==> src/rtl/busarb_pkg.sv <==
package busarb_pkg;

    // Why the ownership register may load a new winner this cycle.
    typedef enum logic [1:0] {
        OPEN_NONE     = 2'd0,
        OPEN_IDLE     = 2'd1,
        OPEN_BOUNDARY = 2'd2,
        OPEN_RELEASE  = 2'd3
    } open_e;

    localparam int EXT_SLOT = 0;

endpackage

==> src/rtl/busarb_sync.sv <==
module busarb_sync #(
    parameter int WIDTH  = 2,
    parameter int STAGES = 2
) (
    input  logic             clk,
    input  logic             rst_n,
    input  logic [WIDTH-1:0] async_in,
    output logic [WIDTH-1:0] sync_out
);

    genvar g;
    generate
        for (g = 0; g < WIDTH; g++) begin : g_bit
            logic [STAGES-1:0] chain_d, chain_q;

            always_comb begin
                chain_d = {chain_q[STAGES-2:0], async_in[g]};
            end

            always_ff @(posedge clk or negedge rst_n) begin
                if (!rst_n) chain_q <= '0;
                else        chain_q <= chain_d;
            end

            assign sync_out[g] = chain_q[STAGES-1];
        end
    endgenerate

endmodule

==> src/rtl/busarb_pick.sv <==
module busarb_pick #(
    parameter int NUM_DMA = 2,
    parameter int LVL_W   = 3,
    localparam int GW     = NUM_DMA + 2
) (
    input  logic                     ext_req,
    input  logic [NUM_DMA-1:0]       dma_req,
    input  logic [NUM_DMA*LVL_W-1:0] dma_level,
    input  logic                     cpu_req,
    output logic [GW-1:0]            winner
);

    logic [NUM_DMA-1:0] dsel;
    logic [LVL_W-1:0]   best_lvl;
    logic               found;

    always_comb begin
        dsel     = '0;
        best_lvl = '0;
        found    = 1'b0;
        // Strictly-greater replacement keeps the lower index on ties.
        for (int i = 0; i < NUM_DMA; i++) begin
            if (dma_req[i] && (!found || dma_level[i*LVL_W +: LVL_W] > best_lvl)) begin
                found    = 1'b1;
                best_lvl = dma_level[i*LVL_W +: LVL_W];
                dsel     = '0;
                dsel[i]  = 1'b1;
            end
        end

        if (ext_req)      winner = {{(GW-1){1'b0}}, 1'b1};
        else if (found)   winner = {1'b0, dsel, 1'b0};
        else if (cpu_req) winner = {1'b1, {(GW-1){1'b0}}};
        else              winner = '0;
    end

endmodule

==> src/rtl/busarb_gate.sv <==
module busarb_gate
    import busarb_pkg::*;
#(
    parameter int NUM_DMA = 2,
    localparam int GW     = NUM_DMA + 2
) (
    input  logic [GW-1:0]      cur_grant,
    input  logic [GW-1:0]      req_all,
    input  logic [NUM_DMA-1:0] dma_dual,
    input  logic               unfinished_q,
    input  logic               cyc_done,
    input  logic               cyc_op_last,
    input  logic               cyc_rmw_rd,
    input  logic               cyc_xfer_end,
    output open_e              open_why,
    output logic               cut_ok
);

    logic owner_dma, owner_dual, owner_req, have_owner;

    always_comb begin
        have_owner = |cur_grant;
        owner_dma  = |cur_grant[NUM_DMA:1];
        owner_dual = |(cur_grant[NUM_DMA:1] & dma_dual);
        owner_req  = |(cur_grant & req_all);

        // A cut is legal only after a whole operand, never inside an RMW pair,
        // and for a single-address DMA only at the end of its transfer.
        cut_ok = cyc_op_last && !cyc_rmw_rd &&
                 (!owner_dma || owner_dual || cyc_xfer_end);

        if (!have_owner)                    open_why = OPEN_IDLE;
        else if (cyc_done)                  open_why = cut_ok ? OPEN_BOUNDARY : OPEN_NONE;
        else if (!owner_req && !unfinished_q) open_why = OPEN_RELEASE;
        else                                open_why = OPEN_NONE;
    end

endmodule

==> src/rtl/bus_owner_arbiter.sv <==
module bus_owner_arbiter
    import busarb_pkg::*;
#(
    parameter int NUM_DMA = 2,
    parameter int LVL_W   = 3,
    localparam int GW     = NUM_DMA + 2
) (
    input  logic                     clk,
    input  logic                     rst_n,
    input  logic                     ext_req,
    input  logic [NUM_DMA-1:0]       dma_req,
    input  logic [NUM_DMA*LVL_W-1:0] dma_level,
    input  logic [NUM_DMA-1:0]       dma_dual,
    input  logic                     cpu_req,
    input  logic                     cyc_done,
    input  logic                     cyc_op_last,
    input  logic                     cyc_rmw_rd,
    input  logic                     cyc_xfer_end,
    output logic [GW-1:0]            grant,
    output logic                     bus_busy
);

    typedef struct packed {
        logic [GW-1:0] grant;
        logic          unfinished;
    } arb_state_t;

    arb_state_t st_d, st_q;

    logic [NUM_DMA-1:0] dma_seen;
    logic [GW-1:0]      req_all;
    logic [GW-1:0]      winner;
    open_e              open_why;
    logic               cut_ok;

    busarb_sync #(.WIDTH(NUM_DMA), .STAGES(2)) u_sync (
        .clk      (clk),
        .rst_n    (rst_n),
        .async_in (dma_req),
        .sync_out (dma_seen)
    );

    assign req_all = {cpu_req, dma_seen, ext_req};

    busarb_pick #(.NUM_DMA(NUM_DMA), .LVL_W(LVL_W)) u_pick (
        .ext_req   (ext_req),
        .dma_req   (dma_seen),
        .dma_level (dma_level),
        .cpu_req   (cpu_req),
        .winner    (winner)
    );

    busarb_gate #(.NUM_DMA(NUM_DMA)) u_gate (
        .cur_grant    (st_q.grant),
        .req_all      (req_all),
        .dma_dual     (dma_dual),
        .unfinished_q (st_q.unfinished),
        .cyc_done     (cyc_done),
        .cyc_op_last  (cyc_op_last),
        .cyc_rmw_rd   (cyc_rmw_rd),
        .cyc_xfer_end (cyc_xfer_end),
        .open_why     (open_why),
        .cut_ok       (cut_ok)
    );

    always_comb begin
        st_d = st_q;
        if (open_why != OPEN_NONE) begin
            st_d.grant      = winner;
            st_d.unfinished = 1'b0;
        end else if (cyc_done && !cut_ok) begin
            st_d.unfinished = 1'b1;
        end
    end

    always_ff @(posedge clk or negedge rst_n) begin
        if (!rst_n) st_q <= '0;
        else        st_q <= st_d;
    end

    assign grant    = st_q.grant;
    assign bus_busy = |st_q.grant;

    // Cycles since reset, saturating, so latency checks never look before reset.
    logic [1:0] age_d, age_q;
    always_comb age_d = (age_q == 2'd3) ? age_q : age_q + 2'd1;
    always_ff @(posedge clk or negedge rst_n) begin
        if (!rst_n) age_q <= '0;
        else        age_q <= age_d;
    end

    AST_GRANT_ONEHOT: assert property (@(posedge clk) disable iff (!rst_n)
        $onehot0(grant));

    AST_MIDOP_HOLD: assert property (@(posedge clk) disable iff (!rst_n)
        (bus_busy && cyc_done && !cyc_op_last) |=> $stable(grant));

    AST_RMW_HOLD: assert property (@(posedge clk) disable iff (!rst_n)
        (bus_busy && cyc_done && cyc_rmw_rd) |=> $stable(grant));

    AST_EXT_WINS: assert property (@(posedge clk) disable iff (!rst_n)
        (open_why != OPEN_NONE && ext_req) |=> grant[EXT_SLOT]);

    AST_OWNER_KEEPS: assert property (@(posedge clk) disable iff (!rst_n)
        (bus_busy && !cyc_done && |(grant & {cpu_req, dma_seen, ext_req})) |=> $stable(grant));

    genvar c;
    generate
        for (c = 0; c < NUM_DMA; c++) begin : g_chk
            AST_SINGLE_XFER: assert property (@(posedge clk) disable iff (!rst_n)
                (grant[c+1] && !dma_dual[c] && cyc_done && !cyc_xfer_end) |=> $stable(grant));

            AST_DMA_LATENCY: assert property (@(posedge clk) disable iff (!rst_n)
                (age_q == 2'd3 && $rose(grant[c+1])) |-> $past(dma_req[c], 3));
        end
    endgenerate

endmodule

==> config.mk <==
export PLATFORM = sky130hd
export DESIGN_NAME = bus_owner_arbiter
export DESIGN_NICKNAME = d
export VERILOG_FILES = /design/src/rtl/busarb_pkg.sv /design/src/rtl/busarb_sync.sv /design/src/rtl/busarb_pick.sv /design/src/rtl/busarb_gate.sv /design/src/rtl/bus_owner_arbiter.sv
export SDC_FILE = /design/constraint.sdc
export NUM_CORES = 1
export LEC_CHECK = 0
export ABC_AREA = 1
export BUFFER_PORTS_ARGS = -buffer_cell sky130_fd_sc_hd__buf_2
export CAP_MARGIN = 20
export CORE_AREA = 2 2 39 41
export DETAILED_ROUTE_END_ITERATION = 12
export DIE_AREA = 0 0 41 43
export PLACE_DENSITY = 0.68
export SLEW_MARGIN = 30
export SYNTH_ARGS = -nofsm -noshare
export SYNTH_HDL_FRONTEND = slang
export SYNTH_SLANG_ARGS = --single-unit
export TNS_END_PERCENT = 5
==> constraint.sdc <==
create_clock -name clk -period 2.85 [get_ports clk]
set_input_delay 0.4275 -clock clk [delete_from_list [all_inputs] [get_ports clk]]
set_output_delay 0.4275 -clock clk [all_outputs]
set_load 0.1 [all_outputs]
==> results.toml <==
[power]
irDropWorstVdd_uv = 469.3
p_leak_nw = 0.3930
fin_total_pwr_uw = 574.3
power_per_cell_area_mw_per_mm2 = 846.8

[floorplanning]
initial_utilization_pct = 37.70
dieHeight_microns = 43
die-area_sq_mm = 0.001763
die_w_microns = 41
floorplan.io_pins = 23
fp-row-count = 14
core_area_sq_mm = 0.001384

[cts]
cts_tree = "built"
ctsRootBufferMaster = "sky130_fd_sc_hd__clkbuf_4"
post-cts-setup-buffers = 0
number_of_resized_instances_in_the_post_cts_repair_step = 0
ctsLongestPathBuffers = 2
h-tree-depth = 1
cts_buffers = 3
clock_sinks = 9
clk-insertion-delay-late_ns = 0.26
clkSlewWorstSetupHoldPaths_ns = 0.06
cts_hold_buf = 0

[route]
route.final.wire_length_microns = 1007
total_via_count_in_the_routed_design = 495
drt-pass1-iter-count = 4
average_via_count_per_standard_cell = 4.541
routed_wire_length_per_instance_microns = 9.239
remaining_drc_errors = 0
drt_first_iter_violations = 10
antenna_left = 0

[worst_hold_path]
hp-class = "primary input to async pin"

[sta]
final.setup.tns_ns = 0
final.period_utilization_pct = 60.38
crit_path_setup_slack_layout_ns = 1.129
worst_clock_skew_ns = 0.005151
worst_slew_margin_relative_to_its_limit_pct = 67.84
setup_viol = 0
min_period_ns = 1.721
report.final.hold_viol_count = 0
rsz0062_at_grt = "no"
fmax_mhz = 581.1
final_slew_viol_count = 0
slew_at_the_pin_closest_to_its_max_slew_limit_ns = 0.4857

[setup_path]
cp_slowest_cell = "sky130_fd_sc_hd__buf_2"
top_fanout_value_on_the_critical_path = 5
worstRegToRegCells = 10
regToRegEndpoint = "grant[2]$_DFFE_PN0P_"
required_ns = 2.42
cp_cell_sequence = "nor2_2 -> nand2_2 -> buf_2"
slowest_delay_ns = 0.44
timing.critical_path.to_type = "output port"
rrSetupSlack_ns = 1.39
worstSetupStartpointType = "register"
r2r-start = "u_sync.g_bit[0].chain_q[1]$_DFF_PN0_"
worst-setup-path-type = "register to output port"
worstPathArrival_ns = 1.29

[placement]
place.port_buffers = 22
gpl.final_weighted_congestion = 0.7927
placed_cell_area_sq_um = 651.9
preCtsSetupSlack_ns = 1.364

[layout]
nets = 115
final_common_cell = "sky130_fd_sc_hd__nand2_1"
post-route-cell-area_sq_um = 678.2
leading_cell_types_in_the_layout_fill_and_taps_excluded = "29 x sky130_fd_sc_hd__nand2_1, 22 x sky130_fd_sc_hd__buf_2, 9 x sky130_fd_sc_hd__dfrtp_1, 7 x sky130_fd_sc_hd__inv_1, 5 x sky130_fd_sc_hd__nand3_1"
fill_cells = 143
num_antenna_cells = 0
multiInputGateArea_sq_um = 270.3
post_route_cells_drive_above_1_share_pct = 35.48
seq_area_sq_um = 225.2
layout-area-overhead-vs-synth_pct = 29.98

[global_route]
first_global_vias = 402
gr-usage-all-layers_pct = 13.52
grt_max_degree = 10
grt_antenna_before_repair = 0
first_pass_grt_wire_length_microns = 1593
grt.overflow.total = 0

[yosys]
synth_area_sq_um = 521.8
syn_inst = 67
ys_seq_elements = 9
ys_seq_area_share_pct = 43.17
ys.warnings.count = 0
syn-num-nets = 88
syn-mean-instance-area_sq_um = 7.787
synth_cell_types = 14

[flow_run]
maxCapViolations = 0

[status]
outcome = "finished, final reports clean"
[layer usage]
layer | vias to the layer above | global-route usage, % | wire length (microns)
li1 | 261 | - | -
met1 | 215 | 18.06 | 456
met2 | 14 | 18.13 | 451
met3 | 5 | 3.141 | 75
met4 | 0 | 10.00 | 24
met5 | - | 0 | 0
[kinds of logic (layout without fill, tap and decap cells)]
kind of cell    Yosys count  in the layout  synth area share [%]
compound gates            4              4                 5.756
fa+ha+maj                 3              3                 7.195
buf+inv                   7             33                 5.037
flops                     9              9                 43.17
simple gates             44             44                 38.85
[worst max-delay path by stage]
stage / endpoint / from / slack (ns) / depth (start not counted)
global route: bus_busy / grant[1]$_DFFE_PN0P_ / 1.07 / 3
floorplan: bus_busy / grant[0]$_DFFE_PN0P_ / 0.88 / 2
global placement: grant[2]$_DFFE_PN0P_ / dma_level[2] / 1.36 / 11
finish: bus_busy / grant[1]$_DFFE_PN0P_ / 1.13 / 3
detailed placement: grant[1]$_DFFE_PN0P_ / dma_level[2] / 1.36 / 10
CTS: bus_busy / grant[1]$_DFFE_PN0P_ / 1.12 / 3
[synth_stat cells]
cell / number / area share, %
sky130_fd_sc_hd__nor2_2: 1 / 1.2
sky130_fd_sc_hd__nand3_1: 5 / 4.8
sky130_fd_sc_hd__nor2_1: 3 / 2.2
sky130_fd_sc_hd__dfrtp_1: 9 / 43
sky130_fd_sc_hd__a21oi_2: 1 / 1.7
sky130_fd_sc_hd__nand2_4: 2 / 4.3
sky130_fd_sc_hd__nand2_1: 29 / 21
sky130_fd_sc_hd__inv_1: 7 / 5.0
sky130_fd_sc_hd__ha_1: 3 / 7.2
sky130_fd_sc_hd__o21bai_2: 1 / 2.2
sky130_fd_sc_hd__a21oi_1: 2 / 1.9
sky130_fd_sc_hd__nor3_1: 1 / 0.96
sky130_fd_sc_hd__nor2_4: 1 / 2.2
sky130_fd_sc_hd__nand2_2: 2 / 2.4
[power breakdown]
part	internal [mW]	leakage (nW)	switching (mW)
Sequential	0.150	0.112	0.0220
Combinational	0.0639	0.266	0.244
Clock	0.0537	0.0150	0.0415
Total	0.267	0.393	0.307
[critical path: cells and delay by family, from the launching register on]
family | cells | cell delay [ns]
buffers and inverters | 1 | 0.44
DFF | 1 | 0.42
and+or+nand+nor | 2 | 0.18
[area by class of cell]
| cell class | instances | area share [%] |
|---|---|---|
| inverter | 7 | 3.875 |
| clock buffer | 4 | 3.875 |
| multi-input combinational | 51 | 39.85 |
| timing repair buffer | 22 | 16.24 |
| sequential | 9 | 33.21 |
| tap | 16 | 2.952 |
[sequential cells by signal, summed over array words and instances, names as in the netlist]
signal                cells
grant                     4
u_sync.g_bit.chain_q      4
st_q                      1
[stage by stage]
| step | utilization [%] | hold slack (ns) | instances |
|---|---|---|---|
| detailed placement | 47.11 | 0.2838 | 105 |
| global route | 49.01 | 0.005520 | 109 |
| CTS | 49.01 | 0.004861 | 109 |
| global placement | 47.11 | 0.2839 | 105 |
| finish | 49.01 | 0.009328 | 109 |
| floorplan | - | 0.1319 | 67 |
No activity file was read; power rests on OpenSTA's default activity.
